**src/rtl/alu8_pkg.sv**
```systemverilog
package alu8_pkg;

   typedef enum logic [3:0] {
      OP_ADC  = 4'd0,
      OP_CPC  = 4'd1,
      OP_CPI  = 4'd2,
      OP_SBCI = 4'd3,
      OP_INC  = 4'd4,
      OP_NEG  = 4'd5,
      OP_LSR  = 4'd6,
      OP_ROR  = 4'd7,
      OP_SWAP = 4'd8
   } alu_op_e;

   localparam int FLAG_W = 8;
   localparam int F_C = 0;
   localparam int F_Z = 1;
   localparam int F_N = 2;
   localparam int F_V = 3;
   localparam int F_S = 4;
   localparam int F_H = 5;
   localparam int F_T = 6;
   localparam int F_I = 7;

   localparam logic [FLAG_W-1:0] FM_HSVNZC = 8'b0011_1111;
   localparam logic [FLAG_W-1:0] FM_SVNZC  = 8'b0001_1111;
   localparam logic [FLAG_W-1:0] FM_SVNZ   = 8'b0001_1110;
   localparam logic [FLAG_W-1:0] FM_NONE   = 8'b0000_0000;

endpackage

```
**src/rtl/alu8_arith.sv**
```systemverilog
module alu8_arith
   import alu8_pkg::*;
#(
   parameter int DW = 8
) (
   input  alu_op_e           op,
   input  logic [DW-1:0]     a,
   input  logic [DW-1:0]     b,
   input  logic              cin,
   input  logic              zin,
   output logic              hit,
   output logic              we,
   output logic [DW-1:0]     res,
   output logic [FLAG_W-1:0] fval,
   output logic [FLAG_W-1:0] fmask
);
   localparam int MSB = DW - 1;
   localparam logic [DW-1:0] SMIN = {1'b1, {(DW-1){1'b0}}};

   logic          cuse;
   logic [DW:0]   add_w;
   logic [DW:0]   sub_w;
   logic [4:0]    add_n;
   logic [4:0]    sub_n;
   logic          c_f, h_f, v_f, z_f;

   assign cuse  = (op == OP_CPI) ? 1'b0 : cin;
   assign add_w = {1'b0, a} + {1'b0, b} + {{DW{1'b0}}, cuse};
   assign sub_w = {1'b0, a} - {1'b0, b} - {{DW{1'b0}}, cuse};
   assign add_n = {1'b0, a[3:0]} + {1'b0, b[3:0]} + {4'd0, cuse};
   assign sub_n = {1'b0, a[3:0]} - {1'b0, b[3:0]} - {4'd0, cuse};

   always_comb begin
      hit   = 1'b1;
      we    = 1'b1;
      res   = '0;
      c_f   = 1'b0;
      h_f   = 1'b0;
      v_f   = 1'b0;
      fmask = FM_NONE;
      case (op)
         OP_ADC: begin
            res   = add_w[MSB:0];
            c_f   = add_w[DW];
            h_f   = add_n[4];
            v_f   = (a[MSB] == b[MSB]) && (add_w[MSB] != a[MSB]);
            fmask = FM_HSVNZC;
         end
         OP_CPC, OP_CPI, OP_SBCI: begin
            res   = sub_w[MSB:0];
            c_f   = sub_w[DW];
            h_f   = sub_n[4];
            v_f   = (a[MSB] != b[MSB]) && (sub_w[MSB] != a[MSB]);
            we    = (op == OP_SBCI);
            fmask = FM_HSVNZC;
         end
         OP_INC: begin
            res   = a + {{(DW-1){1'b0}}, 1'b1};
            v_f   = (res == SMIN);
            fmask = FM_SVNZ;
         end
         OP_NEG: begin
            res   = '0 - a;
            c_f   = (res != '0);
            v_f   = (res == SMIN);
            fmask = FM_SVNZC;
         end
         default: begin
            hit = 1'b0;
            we  = 1'b0;
         end
      endcase
   end

   // zero flag: carry-chained subtracts can only keep or clear it
   always_comb begin
      z_f = (res == '0);
      if (op == OP_CPC || op == OP_SBCI) begin
         z_f = z_f & zin;
      end
   end

   always_comb begin
      fval      = '0;
      fval[F_C] = c_f;
      fval[F_Z] = z_f;
      fval[F_N] = res[MSB];
      fval[F_V] = v_f;
      fval[F_S] = res[MSB] ^ v_f;
      fval[F_H] = h_f;
   end

endmodule

```
**src/rtl/alu8_shift.sv**
```systemverilog
module alu8_shift
   import alu8_pkg::*;
#(
   parameter int DW = 8
) (
   input  alu_op_e           op,
   input  logic [DW-1:0]     a,
   input  logic              cin,
   output logic              hit,
   output logic              we,
   output logic [DW-1:0]     res,
   output logic [FLAG_W-1:0] fval,
   output logic [FLAG_W-1:0] fmask
);
   localparam int MSB  = DW - 1;
   localparam int HALF = DW / 2;

   logic fill;
   logic n_f, v_f;

   assign fill = (op == OP_ROR) ? cin : 1'b0;

   always_comb begin
      hit   = 1'b1;
      we    = 1'b1;
      res   = '0;
      fmask = FM_NONE;
      case (op)
         OP_LSR, OP_ROR: begin
            res   = {fill, a[MSB:1]};
            fmask = FM_SVNZC;
         end
         OP_SWAP: begin
            res = {a[HALF-1:0], a[MSB:HALF]};
         end
         default: begin
            hit = 1'b0;
            we  = 1'b0;
         end
      endcase
   end

   assign n_f = res[MSB];
   assign v_f = n_f ^ a[0];

   always_comb begin
      fval      = '0;
      fval[F_C] = a[0];
      fval[F_Z] = (res == '0);
      fval[F_N] = n_f;
      fval[F_V] = v_f;
      fval[F_S] = n_f ^ v_f;
   end

endmodule

```
**src/rtl/alu8_merge.sv**
```systemverilog
module alu8_merge
   import alu8_pkg::*;
#(
   parameter int DW = 8
) (
   input  logic [FLAG_W-1:0] flags_in,
   input  logic              ar_hit,
   input  logic              ar_we,
   input  logic [DW-1:0]     ar_res,
   input  logic [FLAG_W-1:0] ar_val,
   input  logic [FLAG_W-1:0] ar_mask,
   input  logic              sh_hit,
   input  logic              sh_we,
   input  logic [DW-1:0]     sh_res,
   input  logic [FLAG_W-1:0] sh_val,
   input  logic [FLAG_W-1:0] sh_mask,
   output logic [DW-1:0]     result,
   output logic              result_we,
   output logic [FLAG_W-1:0] flags_next
);
   localparam logic [FLAG_W-1:0] KEEP_IT = 8'b1100_0000;

   logic [FLAG_W-1:0] sel_val;
   logic [FLAG_W-1:0] sel_mask;

   always_comb begin
      if (ar_hit) begin
         result    = ar_res;
         result_we = ar_we;
         sel_val   = ar_val;
         sel_mask  = ar_mask;
      end else if (sh_hit) begin
         result    = sh_res;
         result_we = sh_we;
         sel_val   = sh_val;
         sel_mask  = sh_mask;
      end else begin
         result    = '0;
         result_we = 1'b0;
         sel_val   = '0;
         sel_mask  = FM_NONE;
      end
   end

   assign flags_next = ((sel_mask & ~KEEP_IT) & sel_val)
                     | (~(sel_mask & ~KEEP_IT) & flags_in);

endmodule

```
**src/rtl/alu8_status_unit.sv**
```systemverilog
module alu8_status_unit
   import alu8_pkg::*;
#(
   parameter int              DW             = 8,
   parameter bit              REGISTER_FLAGS = 1'b1,
   parameter logic [7:0]      FLAGS_RESET    = 8'h00
) (
   input  logic          clk,
   input  logic          rst_n,
   input  logic          op_valid,
   input  logic [3:0]    op_sel,
   input  logic [DW-1:0] opnd_d,
   input  logic [DW-1:0] opnd_s,
   input  logic [7:0]    flags_in,
   output logic [DW-1:0] result,
   output logic          result_we,
   output logic [7:0]    flags_next,
   output logic [7:0]    flags_q
);
   if (DW < 8 || (DW % 2) != 0) begin : g_bad_width
      $error("alu8_status_unit: DW must be even and at least 8");
   end

   alu_op_e           op_e;
   logic              ar_hit, ar_we, sh_hit, sh_we;
   logic [DW-1:0]     ar_res, sh_res;
   logic [FLAG_W-1:0] ar_val, ar_mask, sh_val, sh_mask;

   assign op_e = alu_op_e'(op_sel);

   alu8_arith #(.DW(DW)) u_arith (
      .op    (op_e),
      .a     (opnd_d),
      .b     (opnd_s),
      .cin   (flags_in[F_C]),
      .zin   (flags_in[F_Z]),
      .hit   (ar_hit),
      .we    (ar_we),
      .res   (ar_res),
      .fval  (ar_val),
      .fmask (ar_mask)
   );

   alu8_shift #(.DW(DW)) u_shift (
      .op    (op_e),
      .a     (opnd_d),
      .cin   (flags_in[F_C]),
      .hit   (sh_hit),
      .we    (sh_we),
      .res   (sh_res),
      .fval  (sh_val),
      .fmask (sh_mask)
   );

   alu8_merge #(.DW(DW)) u_merge (
      .flags_in   (flags_in),
      .ar_hit     (ar_hit),
      .ar_we      (ar_we),
      .ar_res     (ar_res),
      .ar_val     (ar_val),
      .ar_mask    (ar_mask),
      .sh_hit     (sh_hit),
      .sh_we      (sh_we),
      .sh_res     (sh_res),
      .sh_val     (sh_val),
      .sh_mask    (sh_mask),
      .result     (result),
      .result_we  (result_we),
      .flags_next (flags_next)
   );

   if (REGISTER_FLAGS) begin : g_flag_reg
      always_ff @(posedge clk or negedge rst_n) begin
         if (!rst_n) begin
            flags_q <= FLAGS_RESET;
         end else if (op_valid) begin
            flags_q <= flags_next;
         end
      end
   end else begin : g_flag_pass
      assign flags_q = flags_next;
   end

endmodule

```
**config.mk**
```make
export PLATFORM = sky130hd
export DESIGN_NAME = alu8_status_unit
export DESIGN_NICKNAME = d
export VERILOG_FILES = /design/src/rtl/alu8_pkg.sv /design/src/rtl/alu8_arith.sv /design/src/rtl/alu8_shift.sv /design/src/rtl/alu8_merge.sv /design/src/rtl/alu8_status_unit.sv
export SDC_FILE = /design/constraint.sdc
export NUM_CORES = 1
export LEC_CHECK = 0
export BUFFER_PORTS_ARGS = -buffer_cell sky130_fd_sc_hd__buf_2
export CORE_ASPECT_RATIO = 1.25
export CORE_MARGIN = 2
export CORE_UTILIZATION = 30
export CTS_CLUSTER_DIAMETER = 200
export DETAILED_ROUTE_END_ITERATION = 10
export HOLD_SLACK_MARGIN = 0.15
export SYNTH_ARGS = -nofsm -noshare
export SYNTH_HDL_FRONTEND = slang
export SYNTH_HIERARCHICAL = 1
export SYNTH_SLANG_ARGS = --single-unit
```
**constraint.sdc**
```tcl
create_clock -name clk -period 7.5 [get_ports clk]
set_input_delay 1.5 -clock clk [delete_from_list [all_inputs] [get_ports clk]]
set_output_delay 1.5 -clock clk [all_outputs]
set_load 0.005 [all_outputs]
```
==> out/qor.csv, run 1 <==
stage;metric;value;unit
sta;RSZ-0062 raised after global routing;false;
critical_path;Setup CP Type;input port to primary output;
critical_path;R2R cell count;1;
critical_path;Setup crit start;op_sel[2];
drt;residual DRC count;0;
clocking;H-tree depth;1;
clocking;Clock Path Buffers;2;
critical_path;Critical Path RT;6.00;ns
critical_path;R2R Setup Slk;6.74;ns
status;status;finished, final reports clean;
floorplan;die area;9550;um2
clocking;postcts setup bufs;0;
power_and_ir_drop;cell area power density;107;nW/um2
worst_hold_path;class of the tightest hold or removal check;register to register;
sta;Worst-Margin Slew;1.14;ns
drt;drt pass-1 iters;4;
floorplan;DIE HEIGHT;109;um
power_and_ir_drop;Final Power;0.304;mW
floorplan;Core Footprint;8610;um2
floorplan;Boundary Pins;56;
sta;Setup Skew;0;ns
synth;synthesized area;2640;um2
final_layout;area of the multi-input gates;2100;um2
critical_path;crit path DAT;5.71;ns
critical_path;CP Launch Type;input port;
floorplan;initial core utilization;0.306;
sta;final worst-path cycle share;0.962;
sta;Hold Vio Cnt, Final;0;
worst_hold_path;WHS Endpoint;flags_q[3];
critical_path;Worst setup EP type;primary output;
worst_hold_path;Hold Path Stages;1;
final_layout;Largest Register;flags_q;
clocking;Root Buffer;clkbuf_8;
final_layout;ant diodes;0;
place;port bufs;55;
drt;Avg WL per Cell;16.0;um
final_layout;ratio of cells with drive above 1 in the final layout;0.240;
floorplan;Rows;38;
synth;synthesized area per cell;7.73;um2
final_layout;most frequent cells in the layout;buf_2 (55), a21oi_1 (25), inv_1 (24);
sta;Max Slew Vio Count;0;
critical_path;largest fanout on the critical path;13;
sta;worst relative slew slack;0.243;
drt;via count;2536;
critical_path;R2R Path End;flags_q[2];
clocking;CTS tree;done;
clocking;clock-pin slew on the worst setup and hold paths;0.04;ns
clocking;Resized Gates After CTS;0;
drt;drt total wl;7.68;mm
grt;met1 Use GR;0.201;
power_and_ir_drop;Peak VDD IR;0.0000434;V
drt;Via density;5.29;
grt;M2 GR Usage;0.278;
sta;Final setup violation count;0;
sta;fmax;0.139;GHz
floorplan;chip width;87.8;um
critical_path;worst r2r src;flags_q[2];
final_layout;filler cell count;939;
place;Final HPWL DP;6.13;mm
grt;M3 GR Usage;0.0151;
drt;Final ANT Viol Nets;0;
worst_hold_path;Hold Startpoint;flags_q[3];
clocking;CTS sink count;8;
clocking;Clk Latency, worst-skew pair;0.22;ns
grt;first-pass GRT wire length;12.3;mm
clocking;TritonCTS buffer count;3;
grt;gr usage total;0.158;
power_and_ir_drop;Leak Pwr;1.30;nW
synth;Syn. warnings;6;
grt;largest net degree at the start of global routing;31;
final_layout;max reg flops;8;
grt;initial antenna violation count;0;
grt;gr busiest metal;met2;
sta;setup tns final;0;ns
drt;Iteration-0 DRC Markers;144;
clocking;hold_buf cts;0;
sta;fin crit period;7.21;ns
grt;vias in the first global route;2505;
final_layout;Seq. cell area;200;um2
final_layout;commonest non-fill, non-tap cell in the layout;buf_2;
final_layout;Largest regs;flags_q: 8 flops;
grt;total gr overflow;0;
final_layout;Area growth syn-to-layout;8.26;%
synth;Synth Instances;341;
flow_run;MaxCap Viol Count;0;
place;GP Congestion;0.930;
final_layout;fin nets;419;
[worst max path at each step]
| stage | to | slack (ns) | cells after the start |
|---|---|---|---|
| detailed placement | flags_next[1] | 0.30 | 19 |
| global route | flags_next[1] | 0.02 | 19 |
| finish | flags_next[1] | 0.29 | 19 |
| CTS | flags_next[1] | 0.29 | 19 |
| global placement | flags_next[1] | 0.40 | 19 |
| floorplan | flags_next[1] | 0.61 | 20 |
[power by group]
part	internal, mW	switching [mW]
combinational	0.0896	0.113
sequential	0.0492	0.00307
clock	0.0346	0.0147
total	0.173	0.130
[metrics by stage]
step | cells | worst slack (ns) | instance area [um2] | hold slack [ns] | utilization
finish | 479 | 0.289 | 2850 | 0.501 | 0.331
CTS | 479 | 0.291 | 2850 | 0.502 | 0.331
global placement | 476 | 0.396 | 2810 | 0.487 | 0.327
global route | 479 | 0.0217 | 2850 | 0.513 | 0.331
detailed placement | 476 | 0.299 | 2810 | 0.489 | 0.327
floorplan | 342 | 0.612 | 2640 | 0.507 | -
[metal layers]
metal | vias up | wire [um]
li1 | 1244 | -
met1 | 1182 | 3260
met2 | 92 | 3780
met3 | 18 | 447
met4 | 0 | 189
met5 | - | 0
[area by class of cell]
cell class	instances	area share
clock buffer	3	0.0145
multi-input combinational	269	0.735
sequential	8	0.0702
inverter	24	0.0316
tap	120	0.0526
timing repair buffer	55	0.0965
[critical path: stages]
cell and delay (ns):
buf_2 0.18, or2_2 0.37, inv_1 0.17, nand2_1 0.07
nand2_1 0.10, inv_1 0.06, fa_1 0.53, inv_1 0.06
ha_1 0.17, or2_4 0.25, a211o_1 0.34, o221a_1 0.24
a211oi_2 0.30, a21oi_1 0.12, a221o_1 0.40, nor4_2 0.27
and3b_1 0.20, a221oi_2 0.20, buf_2 0.17
Note: power is estimated with default switching activity, not from simulation.
==> inputs of run 2 (changes only) <==
==> constraint.sdc (replaced) <==
create_clock -name clk -period 6.65 [get_ports clk]
set_input_delay 0.3325 -clock clk [delete_from_list [all_inputs] [get_ports clk]]
set_output_delay 0.3325 -clock clk [all_outputs]
set_load 0.005 [all_outputs]
==> run 2 against run 1 <==
Combinational power rose by 12%. Global-route usage barely moved. Cell count rose by 0.21%. Count of clock-buffer cells in the layout did not move. Worst setup slack improved by 1.5 ns. Routed wire length fell by 1.7%. Sequential power rose by 13%. Flip-flop and latch count did not move. Power rose by 13%. Critical path depth did not move. Register-to-register slack got worse by 0.85 ns. Via count rose by 1.9%. Critical endpoint unchanged. Largest power group unchanged.
==> out/qor.csv, run 2 (synthesis gave the netlist of run 1 again) <==
stage;metric;value;unit
status;status;finished, final reports clean;
drt;residual DRC count;0;
critical_path;Setup CP Type;input port to primary output;
sta;fmax;0.205;GHz
sta;Hold Vio Cnt, Final;0;
grt;vias in the first global route;2512;
floorplan;initial core utilization;0.306;
floorplan;DIE HEIGHT;109;um
sta;Worst-Margin Slew;1.11;ns
sta;final worst-path cycle share;0.733;
drt;Via density;5.38;
clocking;clock-pin slew on the worst setup and hold paths;0.04;ns
worst_hold_path;Hold Path Stages;2;
place;GP Congestion;0.930;
floorplan;Rows;38;
sta;setup tns final;0;ns
power_and_ir_drop;Leak Pwr;1.30;nW
critical_path;Critical Path RT;6.32;ns
final_layout;ratio of cells with drive above 1 in the final layout;0.239;
clocking;TritonCTS buffer count;3;
sta;fin crit period;4.87;ns
place;port bufs;55;
drt;Avg WL per Cell;15.7;um
floorplan;die area;9550;um2
final_layout;Largest regs;flags_q: 8 flops;
critical_path;R2R cell count;1;
clocking;Clock Path Buffers;2;
clocking;CTS sink count;8;
final_layout;commonest non-fill, non-tap cell in the layout;buf_2;
clocking;Root Buffer;clkbuf_8;
final_layout;most frequent cells in the layout;buf_2 (55), a21oi_1 (25), inv_1 (24);
flow_run;MaxCap Viol Count;0;
floorplan;Boundary Pins;56;
critical_path;R2R Setup Slk;5.89;ns
critical_path;Worst setup EP type;primary output;
sta;Final setup violation count;0;
floorplan;chip width;87.8;um
clocking;H-tree depth;1;
clocking;CTS tree;done;
final_layout;Largest Register;flags_q;
final_layout;fin util;0.333;
power_and_ir_drop;cell area power density;120;nW/um2
grt;gr usage total;0.158;
grt;largest net degree at the start of global routing;31;
critical_path;CP Launch Type;input port;
place;Final HPWL DP;6.04;mm
sta;RSZ-0062 raised after global routing;false;
drt;drt pass-1 iters;4;
grt;total gr overflow;0;
final_layout;ant diodes;0;
critical_path;crit path DAT;4.54;ns
grt;first-pass GRT wire length;12.1;mm
clocking;Clk Latency, worst-skew pair;0.23;ns
drt;drt total wl;7.55;mm
sta;worst relative slew slack;0.262;
sta;Setup Skew;0;ns
sta;Max Slew Vio Count;0;
drt;Final ANT Viol Nets;0;
power_and_ir_drop;Peak VDD IR;0.0000380;V
final_layout;fin nets;420;
final_layout;max reg flops;8;
drt;Iteration-0 DRC Markers;111;
grt;initial antenna violation count;0;
final_layout;Area growth syn-to-layout;8.64;%
critical_path;largest fanout on the critical path;13;
clocking;postcts setup bufs;0;
drt;via count;2583;
floorplan;Core Footprint;8610;um2
worst_hold_path;class of the tightest hold or removal check;input port to register;
-- run 2: cell types whose count changed in the layout (fill, tap and decap cells not counted) --
cell and change:
dlygate4sd3_1 +1
-- run 2: cell type report --
| type | count | area [um2] |
|---|---|---|
| Fill cell | 940 | 5740 |
| Tap cell | 120 | 150 |
| Inverter | 24 | 90.1 |
| Multi-Input combinational cell | 269 | 2100 |
| Timing Repair Buffer | 56 | 285 |
| Sequential cell | 8 | 200 |
| Clock buffer | 3 | 41.3 |
-- run 2: path summary, 6_finish.rpt --
check | startpoint | endpoint
worst min register to register | flags_q[3] | flags_q[3]
max in group asynchronous | rst_n | flags_q[5]
worst min-delay path | flags_in[7] | flags_q[7]
min in group asynchronous | rst_n | flags_q[4]
worst max register to register | flags_q[4] | flags_q[4]
worst max-delay path | op_sel[2] | flags_next[1]
-- run 2: timing repair --
| item | CTS | global route |
|---|---|---|
| resized for setup | 0 | 0 |
| hold buffers | 1 | 0 |
| hold endpoints to repair | 8 | 0 |
| endpoints found under the setup margin | 0 | 0 |
-- run 2: where the power goes --
part / leakage, nW / switching [mW] / internal (mW)
Combinational: 1.19 / 0.126 / 0.101
Clock: 0.0216 / 0.0187 / 0.0392
Sequential: 0.0934 / 0.00349 / 0.0555
Total: 1.30 / 0.148 / 0.196
-- run 2: metrics by stage --
step	total power [mW]	worst slack, ns	cells	hold slack (ns)	instance area (um2)
CTS	0.345	1.76	480	0.350	2860
finish	0.344	1.78	480	0.354	2860
global route	0.373	1.46	480	0.360	2860
detailed placement	0.284	1.77	476	0.182	2810
floorplan	0.231	2.10	342	0.0369	2640
global placement	0.282	1.88	476	0.178	2810
-- run 2: layer usage --
layer  track usage  up-vias  share of wire
li1              -     1248              -
met1         0.192     1213           0.41
met2         0.278      102           0.49
met3        0.0159       20          0.072
met4        0.0670        0          0.032
met5             0        -              0
-- run 2: worst max-delay path, stage by stage --
cell,delay (ns)
buf_2,0.18
or2_2,0.37
inv_1,0.17
nand2_1,0.07
nand2_1,0.10
inv_1,0.06
fa_1,0.53
inv_1,0.06
ha_1,0.18
or2_4,0.26
a211o_1,0.34
o221a_1,0.24
a211oi_2,0.27
a21oi_1,0.12
a221o_1,0.40
nor4_2,0.27
and3b_1,0.20
a221oi_2,0.22
buf_2,0.17
